--- src/rtl/tbg_pkg.sv ---
package tbg_pkg;
  typedef enum logic [1:0] {
    PH_OFF  = 2'd0,
    PH_ON   = 2'd1,
    PH_IDLE = 2'd2,
    PH_WAIT = 2'd3
  } phase_e;
endpackage

--- src/rtl/tbg_sync_edge.sv ---
module tbg_sync_edge #(
  parameter int unsigned STAGES = 2
) (
  input  logic clk_i,
  input  logic rst_ni,
  input  logic d_i,
  output logic rise_o
);
  // STAGES synchronizer flops plus one history flop for edge detect
  logic [STAGES:0] sh_q;

  always_ff @(posedge clk_i or negedge rst_ni) begin
    if (!rst_ni) sh_q <= '0;
    else         sh_q <= {sh_q[STAGES-1:0], d_i};
  end

  assign rise_o = sh_q[STAGES-1] & ~sh_q[STAGES];
endmodule

--- src/rtl/tbg_debounce.sv ---
module tbg_debounce #(
  parameter int unsigned STAGES    = 2,
  parameter int unsigned DB_CYCLES = 16
) (
  input  logic clk_i,
  input  logic rst_ni,
  input  logic raw_i,
  output logic rise_o
);
  localparam int unsigned DB_W = $clog2(DB_CYCLES + 1);
  localparam logic [DB_W-1:0] DB_LAST = DB_W'(DB_CYCLES - 1);

  logic [STAGES-1:0] sync_q;
  logic              lvl, stable_q, rise_q;
  logic [DB_W-1:0]   cnt_q;

  assign lvl = sync_q[STAGES-1];

  always_ff @(posedge clk_i or negedge rst_ni) begin
    if (!rst_ni) begin
      sync_q   <= '0;
      stable_q <= 1'b0;
      cnt_q    <= '0;
      rise_q   <= 1'b0;
    end else begin
      sync_q <= {sync_q[STAGES-2:0], raw_i};
      rise_q <= 1'b0;
      if (lvl == stable_q) begin
        cnt_q <= '0;
      end else if (cnt_q == DB_LAST) begin
        stable_q <= lvl;
        cnt_q    <= '0;
        rise_q   <= lvl;
      end else begin
        cnt_q <= cnt_q + 1'b1;
      end
    end
  end

  assign rise_o = rise_q;
endmodule

--- src/rtl/tbg_phase_fsm.sv ---
module tbg_phase_fsm
  import tbg_pkg::*;
#(
  parameter int unsigned ON_SEL_W     = 3,
  parameter int unsigned OFF_SEL_W    = 4,
  parameter int unsigned ON_MAX_LOG2  = 5,
  parameter int unsigned OFF_MIN_LOG2 = 2,
  parameter int unsigned OFF_MAX_LOG2 = 13,
  parameter int unsigned CNT_W        = OFF_MAX_LOG2 + 1
) (
  input  logic                 clk_i,
  input  logic                 rst_ni,
  input  logic                 ev_i,
  input  logic                 req_i,
  input  logic                 single_i,
  input  logic [ON_SEL_W-1:0]  on_sel_i,
  input  logic [OFF_SEL_W-1:0] off_sel_i,
  output phase_e               phase_o,
  output logic                 sync_o
);
  phase_e           phase_q, phase_d;
  logic [CNT_W-1:0] cnt_q, cnt_d, len_q, len_d, cnt_inc;
  logic [CNT_W-1:0] on_len, off_len;
  logic [31:0]      on_e, off_e;
  logic             init_q, sync_q, sync_d;

  always_comb begin
    on_e    = (32'(on_sel_i) > ON_MAX_LOG2) ? ON_MAX_LOG2 : 32'(on_sel_i);
    off_e   = 32'(off_sel_i) + OFF_MIN_LOG2;
    off_e   = (off_e > OFF_MAX_LOG2) ? OFF_MAX_LOG2 : off_e;
    on_len  = CNT_W'(1) << on_e;
    off_len = CNT_W'(1) << off_e;
  end

  assign cnt_inc = cnt_q + 1'b1;

  always_comb begin
    phase_d = phase_q;
    cnt_d   = cnt_q;
    len_d   = len_q;
    sync_d  = 1'b0;
    if (init_q) begin
      len_d = off_len;
    end else begin
      unique case (phase_q)
        PH_IDLE: begin
          if (!single_i) begin
            phase_d = PH_OFF;
            cnt_d   = '0;
            len_d   = off_len;
          end else if (req_i) begin
            phase_d = PH_WAIT;
            cnt_d   = '0;
            len_d   = off_len;
          end
        end
        default: begin
          if (ev_i) begin
            if (cnt_inc == len_q) begin
              cnt_d = '0;
              unique case (phase_q)
                PH_ON:   phase_d = single_i ? PH_IDLE : PH_OFF;
                PH_OFF:  phase_d = single_i ? PH_IDLE : PH_ON;
                default: phase_d = PH_ON;
              endcase
              if (phase_d == PH_ON) begin
                len_d  = on_len;
                sync_d = 1'b1;
              end else begin
                len_d = off_len;
              end
            end else begin
              cnt_d = cnt_inc;
            end
          end
        end
      endcase
    end
  end

  always_ff @(posedge clk_i or negedge rst_ni) begin
    if (!rst_ni) begin
      phase_q <= PH_OFF;
      cnt_q   <= '0;
      len_q   <= '0;
      init_q  <= 1'b1;
      sync_q  <= 1'b0;
    end else begin
      phase_q <= phase_d;
      cnt_q   <= cnt_d;
      len_q   <= len_d;
      init_q  <= 1'b0;
      sync_q  <= sync_d;
    end
  end

  assign phase_o = phase_q;
  assign sync_o  = sync_q;
endmodule

--- src/rtl/tbg_gate.sv ---
module tbg_gate
  import tbg_pkg::*;
#(
  parameter int unsigned ON_SEL_W     = 3,
  parameter int unsigned OFF_SEL_W    = 4,
  parameter int unsigned ON_MAX_LOG2  = 5,
  parameter int unsigned OFF_MIN_LOG2 = 2,
  parameter int unsigned OFF_MAX_LOG2 = 13,
  parameter int unsigned SYNC_STAGES  = 2,
  parameter int unsigned DB_CYCLES    = 16
) (
  input  logic                 clk_i,
  input  logic                 rst_ni,
  input  logic                 zc_i,
  input  logic [ON_SEL_W-1:0]  on_sel_i,
  input  logic [OFF_SEL_W-1:0] off_sel_i,
  input  logic                 single_i,
  input  logic                 burst_req_i,
  output logic                 on_gate_o,
  output logic                 off_gate_o,
  output logic                 sync_o
);
  localparam int unsigned CNT_W = OFF_MAX_LOG2 + 1;

  logic   zc_rise, req_rise;
  phase_e phase;

  tbg_sync_edge #(.STAGES(SYNC_STAGES)) u_zc (
    .clk_i (clk_i),
    .rst_ni(rst_ni),
    .d_i   (zc_i),
    .rise_o(zc_rise)
  );

  tbg_debounce #(.STAGES(SYNC_STAGES), .DB_CYCLES(DB_CYCLES)) u_req (
    .clk_i (clk_i),
    .rst_ni(rst_ni),
    .raw_i (burst_req_i),
    .rise_o(req_rise)
  );

  tbg_phase_fsm #(
    .ON_SEL_W    (ON_SEL_W),
    .OFF_SEL_W   (OFF_SEL_W),
    .ON_MAX_LOG2 (ON_MAX_LOG2),
    .OFF_MIN_LOG2(OFF_MIN_LOG2),
    .OFF_MAX_LOG2(OFF_MAX_LOG2),
    .CNT_W       (CNT_W)
  ) u_fsm (
    .clk_i    (clk_i),
    .rst_ni   (rst_ni),
    .ev_i     (zc_rise),
    .req_i    (req_rise),
    .single_i (single_i),
    .on_sel_i (on_sel_i),
    .off_sel_i(off_sel_i),
    .phase_o  (phase),
    .sync_o   (sync_o)
  );

  assign on_gate_o  = (phase == PH_ON);
  assign off_gate_o = (phase == PH_OFF);
endmodule

--- config.mk ---
export PLATFORM = sky130hd
export DESIGN_NAME = tbg_gate
export DESIGN_NICKNAME = d
export VERILOG_FILES = /design/src/rtl/tbg_pkg.sv /design/src/rtl/tbg_sync_edge.sv /design/src/rtl/tbg_debounce.sv /design/src/rtl/tbg_phase_fsm.sv /design/src/rtl/tbg_gate.sv
export SDC_FILE = /design/constraint.sdc
export NUM_CORES = 1
export LEC_CHECK = 0
export BUFFER_PORTS_ARGS = -buffer_cell sky130_fd_sc_hd__buf_2
export CORE_AREA = 3 3 77 79
export DETAILED_ROUTE_END_ITERATION = 12
export DIE_AREA = 0 0 80 82
export GPL_TIMING_DRIVEN = 0
export HOLD_SLACK_MARGIN = 0.12
export PLACE_DENSITY = 0.74
export SLEW_MARGIN = 20
export SYNTH_ARGS = -nofsm -noshare
export SYNTH_HDL_FRONTEND = slang
export SYNTH_HIERARCHICAL = 1
export SYNTH_SLANG_ARGS = --single-unit
--- constraint.sdc ---
create_clock -name clk_i -period 2.7 [get_ports clk_i]
set_clock_uncertainty 0.2 [all_clocks]
set_input_delay 0.27 -clock clk_i [delete_from_list [all_inputs] [get_ports clk_i]]
set_output_delay 0.27 -clock clk_i [all_outputs]
set_load 0.05 [all_outputs]
### Word-level counts from Yosys, hierarchy flattened

Index checks and enable logic that the tools add are counted.

* register bits: 44
* bits in latches: 0
* bits in writable memories: 0
* ROM bits: 0
* input port bits: 12
* output and inout port bits: 3
* logic and storage cells: 73
* memories kept: 0

* $add $sub $neg: 3
* $mul: 0
* divide/modulo/power cells: 0
* $lt $le $gt $ge: 2
* equal/unequal tests: 8
* shift operators: 2
* muxes and demuxes: 35
* bitwise operators: 4
* reduce and logical (&&, ||, !) cells: 9

Operator list (count)
* $mux 14: 12
* $shl 1x32->14 const A: 2
* $gt 32x4->1 const B: 1
* $mux 32: 1
* $mux 2: 11
* $add 14x1->14 const B: 1
* $eq 14x14->1: 1
* $mux 5: 2
* $mux 1: 7
* $reduce_and 3->1: 2
* $reduce_bool 3->1: 2
* $add 4x2->5 const B: 1
* $add 5x1->5 const B: 1
* $eq 5x4->1 const B: 1
* $eq 2x1->1 const B: 2
* $ne 4x3->1 const B: 1
* $pmux 2 s2: 1
* $reduce_and 4->1: 1
* $reduce_bool 2->1: 2
* $gt 3x3->1 const B: 1
* $mux 3: 1
* $ne 3x3->1 const B: 1
* $not 1->1: 3
* $eq 2x2->1 const B: 1
* 4 further kinds: 4

### Longest topological paths before layout

* word-level depth: 12
* depth in mapped cells: 11
* depth with buffers taken out: 9

### Hierarchy

Netlist, hierarchy kept.

Modules (own cells, without submodules)
* tbg_phase_fsm: times used 1, cells each 271, area each 2471.1 um2, sequential area each 802.0 um2
* tbg_debounce: times used 1, cells each 25, area each 335.3 um2, sequential area each 225.2 um2
* tbg_sync_edge: times used 1, cells each 4, area each 88.8 um2, sequential area each 75.1 um2
* tbg_gate: times used 1, cells each 2, area each 17.5 um2, sequential area each 0.0 um2

### Worst setup path after synthesis

No wires, ideal clock.

* path kind: register to register
* start: register u_fsm.cnt_q[0]
* end: register u_fsm.len_q[0]
* setup time: 0.125 ns
* data arrival time: 2.601 ns
* data required time: 2.375 ns
* setup slack: -0.226 ns
* stages on the path, launching flop included: 11
* buffers on the path: 2
* period minus slack after synthesis: 2.926 ns
* cells stage by stage: dfrtp_1 -> ha_1 -> clkbuf_1 -> nand2_1 -> a211o_1 -> o211a_1 -> o32a_2 -> a41oi_1 -> o21ba_4 -> buf_8 -> mux2_4

* cells in the longest elaborated chain, start to end: 4

Ends and longest elaborated chain
* start, declared: RTL line tbg_phase_fsm.sv:22 `logic [CNT_W-1:0] cnt_q, cnt_d, len_q, len_d, cnt_inc;`
* start signal, assigned: RTL line tbg_phase_fsm.sv:90 `cnt_q <= cnt_d;`
* $add 14x1->14: RTL line tbg_phase_fsm.sv:35 `assign cnt_inc = cnt_q + 1'b1;`
* $eq 14x14->1: RTL line tbg_phase_fsm.sv:59 `if (cnt_inc == len_q) begin`
* $reduce_bool 3->1 (no source line)
* $reduce_and 3->1 (no source line)
* end signal, assigned: RTL line tbg_phase_fsm.sv:91 `len_q <= len_d;`
* end, declared: RTL line tbg_phase_fsm.sv:22

Every way passes these cells.
A chain may end at the register's enable or synchronous reset.

### Final worst setup path

* start: register u_fsm.cnt_q[0]
* end: register u_fsm.len_q[2]

The elaborated chain is that of the path after synthesis.

==> run summary <==
Of the total power, the clock network draws 26.7%. The number of placed instances, taps included is 388. The die covers 6560 sq um. In the layout the commonest cells are sky130_fd_sc_hd__dfrtp_1 (39), sky130_fd_sc_hd__buf_4 (23), sky130_fd_sc_hd__nand2_1 (23).

Setup total negative slack on the finished layout was measured at -1.44 ns. The share of synthesized cell area in and, or, nand and nor gates was 26.4%. For the synthesized cell area, the log shows 2910 sq um.

The DRC marker count from the first detailed-route iteration is 218. The clock edge transition at the registers on the reported setup and hold paths was 0.10 ns; the effective utilization at floorplan was 53.9%. The number of antenna diodes in the final layout is 0.

Data arrives at the worst endpoint at 2.79 ns. The data required time of the critical path was 2.68 ns; the via count of the routed design was 2637. The initial antenna violation count is 0, and the layout overhead on the synthesized area is 27.6%. The count of buffering cells on the critical path with inverters included is 1. The count of buffers inserted at the top-level ports was 14; the wire length reported by the detailed router was 7.45 mm. Of the cells placed in the final design, the portion with a size suffix greater than 1 is 34.4%.

STA classifies the critical path endpoint as a flip-flop. Of the available clock period, the critical path in the final layout requires 104%. The post-route non-filler standard cell count was 424; the wire length on met3 was 415 um.

Grouping stages by cell kind, the critical path spends the most delay in compound AO/OA/AOI/OAI gates. During synthesis, Yosys emitted a total of 6 warnings. The H-tree generated during clock tree synthesis spans 2 levels.

Top routing layer in use: met4. The area share of the largest cell type after synthesis is 36.9%, and the max-capacitance violation count is 0. Setup repair after global routing could not meet its margin everywhere.

The highest clock rate was 357 MHz. The logs give 0.30 ns for the clock latency reported for the late side of the worst-skew pair and 15 for the number of placed I/O pins. The count of final max-slew check failures was 0. The multiplexer share of the synthesized area is 7.43%, and the number of hold-slack violations in the final timing report is 0. The final reports fail on negative setup slack. The DRC violation count after routing was 0. The tightest min-delay check is of the in -> reg type.

After detailed routing, the number of vias per cell comes to 6.22. The run gives 0.887 as the final RePlAce weighted congestion. The run gives 0 as the sum of overflow across all layers after global routing. Per report_power, the sequential group accounts for 39.3% of the total. After detailed routing, the average wire length per cell comes to 17.6 um. The synthesized flop and latch total came out at 44.

The first global-routing pass estimated 11.4 mm of wire. The wire-length estimate of the detail-placed layout is 4.76 mm. The worst pin sits at a relative slew slack of 63.2%. The category of the most critical setup path was reg -> reg. The core area was 5410 sq um.

Final-stage net count: 368. Post-detailed-route count of antenna-violating nets: 0. The tools report the launching element type of the critical path as a flip-flop. The logs give 2421 for the via count of the first global-routing pass and 17 for the number of setup violations in the final report.

Along the worst path, the maximum fanout reaches 7. The wire length on met1 was 3.15 mm. Leaving out fill and tap cells, the most frequent cell in the layout is sky130_fd_sc_hd__dfrtp_1. The share of the synthesized area in compound gates (AO/OA/AOI/OAI) works out to 15.1%.

For the count of cell types in the netlist, the log shows 66. Summed over all nets, wire length on met2 after detailed routing comes to 3.68 mm. Hold timing on the final database bottoms out at a slack of 0.150 ns. Across the whole layout, storage elements account for 1110 sq um. The power per cell area works out to 531 nW/um^2. Global routing consumed, over all layers together, 22.6% of the routing resources.

The synthesized netlist devotes 6.62% of its cell area to XOR and XNOR gates. The tools report the sequential element share of the synthesized area as 37.8%. Counting flops with an async set or reset pin after synthesis yields a share of 100%. The flow ran to the end, but the final reports show violations.

Cell accounting for the most synthesized area: sky130_fd_sc_hd__dfrtp_1. The share of synthesized cell area in full adder, half adder and majority cells came out at 2.15%. The y dimension of the die is 82 um. Clock tree synthesis found a total of 44 sinks.

The synthesized net count came out at 319. Counting the buffers created by CTS gives 5. Entering global routing, the biggest net connects 45 pins. After synthesis, the cell types taking the most area are sky130_fd_sc_hd__dfrtp_1 (37%), sky130_fd_sc_hd__mux2_4 (5.2%), sky130_fd_sc_hd__xnor2_1 (4.5%).

The switching share of power was 33.0%. The slack of the critical path is -0.104 ns. The origin of the worst setup path was u_fsm/cnt_q[0]. After layout, the minimum clock period comes to 2.80 ns. Chip width: 80 um. The post-placement setup slack is -0.216 ns, and the synthesized instance count is 302. The number of enable-type register cells in the synthesized netlist works out to 0. For the maximum vdd drop, the log shows 0.000415 V.

Per report_power, the combinational group accounts for 34.0% of the total. The actual transition at the worst max-transition pin works out to 0.552 ns. The biggest cell delay along the critical path works out to 0.46 ns. The site row count is 27. In this run the power spent charging and discharging nets is 0.652 mW. The run gives 2 as the number of buffers between clock root and the deepest sink. Walking the worst path, the cells encountered are ha_4 -> and2_1 -> a21oi_2 -> o2111ai_4 -> nor4_4 -> a41oi_2 -> o21ba_4 -> buf_12 -> mux2_4. Average cell area after synthesis: 9.65 sq um. The slowest stage of the critical path belongs to the cell sky130_fd_sc_hd__dfrtp_2. The most used flip-flop cell after synthesis is sky130_fd_sc_hd__dfrtp_1. In this run the clock root is driven by a sky130_fd_sc_hd__clkbuf_8.

Summing all placed instances gives a cell area of 3150 sq um. Startpoint of the worst-slack reg-to-reg timing path: u_fsm/cnt_q[0]. The tools report the number of iterations in the first detailed-routing pass as 5. The layout has 381 filler cells.

The combinational family with the most area after synthesis was simple AND/OR/NAND/NOR gates. TritonCTS built the clock tree. Summed over all cells, the static leakage comes to 1.63 nW. After routing the design area is 3720 sq um. The internal power of the cells totals 1.32 mW. The startpoint identified for the worst hold timing path is single_i. The multi-input combinational cells in the finished layout cover a total of 1910 sq um.
## path summary, 6_finish.rpt
| check | to | cells after the start | slack [ns] |
|---|---|---|---|
| worst min register to register | u_zc/sh_q[1] | 0 | 0.17 |
| min in group asynchronous | u_fsm/cnt_q[9] | 2 | 0.30 |
| worst max register to register | u_fsm/len_q[2] | 9 | -0.10 |
| max in group asynchronous | u_fsm/cnt_q[3] | 2 | 1.60 |
| worst max-delay path | u_fsm/len_q[2] | 9 | -0.10 |
| worst min-delay path | u_fsm/phase_o[1] | 4 | 0.15 |
## cell type report
class                      instances  share of cell area, %
tap                               72                   2.42
sequential                        44                   29.8
clock inverter                     3                   1.25
clock buffer                       5                   1.85
multi-input combinational        234                   51.3
inverter                           7                  0.707
timing repair buffer              43                   9.26
buffer                            16                   3.40
## per-stage QoR
stage               util, %  total power [mW]
finish                 68.8              1.97
global route           68.8              2.07
CTS                    65.2              1.89
detailed placement     58.2              1.24
global placement       58.2              1.22
floorplan                 -              1.12
## power by group through the flow
stage	Combinational, mW	Sequential [mW]	Clock, mW
floorplan	0.352	0.768	0
finish	0.671	0.776	0.527
global placement	0.436	0.783	0
CTS	0.597	0.769	0.528
global route	0.719	0.784	0.562
detailed placement	0.451	0.785	0
## timing repair
item                                    4_1_cts  5_1_grt
endpoints found under the setup margin       23       30
endpoints found under the hold margin        45        0
gates resized for setup                      22       35
setup buffers                                16        9
hold buffers                                  3        0
cloned                                        1        1
pin swaps                                    13       24
## synth_stat cells (all sizes together) (2+ instances only)
| cell | number |
|---|---|
| dfrtp | 43 |
| nand2 | 24 |
| nor2 | 22 |
| nand3 | 19 |
| o21ai | 17 |
| mux2 | 15 |
| xnor2 | 15 |
| buf | 10 |
| nor4 | 9 |
| and3 | 8 |
| clkbuf | 8 |
| nand4 | 8 |
| inv | 7 |
| nor2b | 7 |
| nor3 | 7 |
| xor2 | 7 |
| a21o | 6 |
| a21oi | 6 |
| a22o | 5 |
| ha | 5 |
| nand2b | 4 |
| a31o | 3 |
| o211ai | 3 |
| o311ai | 3 |
| or4 | 3 |
| a31oi | 2 |
| and2 | 2 |
| and4 | 2 |
| and4b | 2 |
| nor4b | 2 |
| o22ai | 2 |
| o32ai | 2 |
| or2 | 2 |
| or3 | 2 |
## logic make-up (layout without fill, tap and decap cells)
family / after synthesis / count (layout)
adder cells (fa/ha/maj): 5 / 5
multiplexers: 16 / 16
XOR/XNOR: 22 / 22
flip-flops: 44 / 44
buffers and inverters: 25 / 74
AO/OA/AOI/OAI: 60 / 61
AND/OR/NAND/NOR: 129 / 129
other: 1 / 1
## sequential cells by signal, indices dropped and copies added (netlist names)
register	flops
u_zc/sh_q	3
u_fsm/phase_o	2
u_req/cnt_q	5
u_fsm/init_q	1
u_req/sync_q	2
u_fsm/len_q	14
u_fsm/cnt_q	14
u_req/rise_o	1
u_fsm/sync_o	1
u_req/stable_q	1
## tightest hold or removal path, stage by stage
cell                      delay [ns]
sky130_fd_sc_hd__buf_2          0.12
sky130_fd_sc_hd__a22oi_1        0.08
sky130_fd_sc_hd__o41ai_1        0.06
sky130_fd_sc_hd__a31o_2         0.09
## per-layer routing
layer  global-route usage, %  vias up
met1                    27.2     1275
met2                    39.9      117
met4                    9.12        0
met3                    4.06       25
met5                       0        -
li1                        -     1220
No activity file was read; power rests on OpenSTA's default activity.
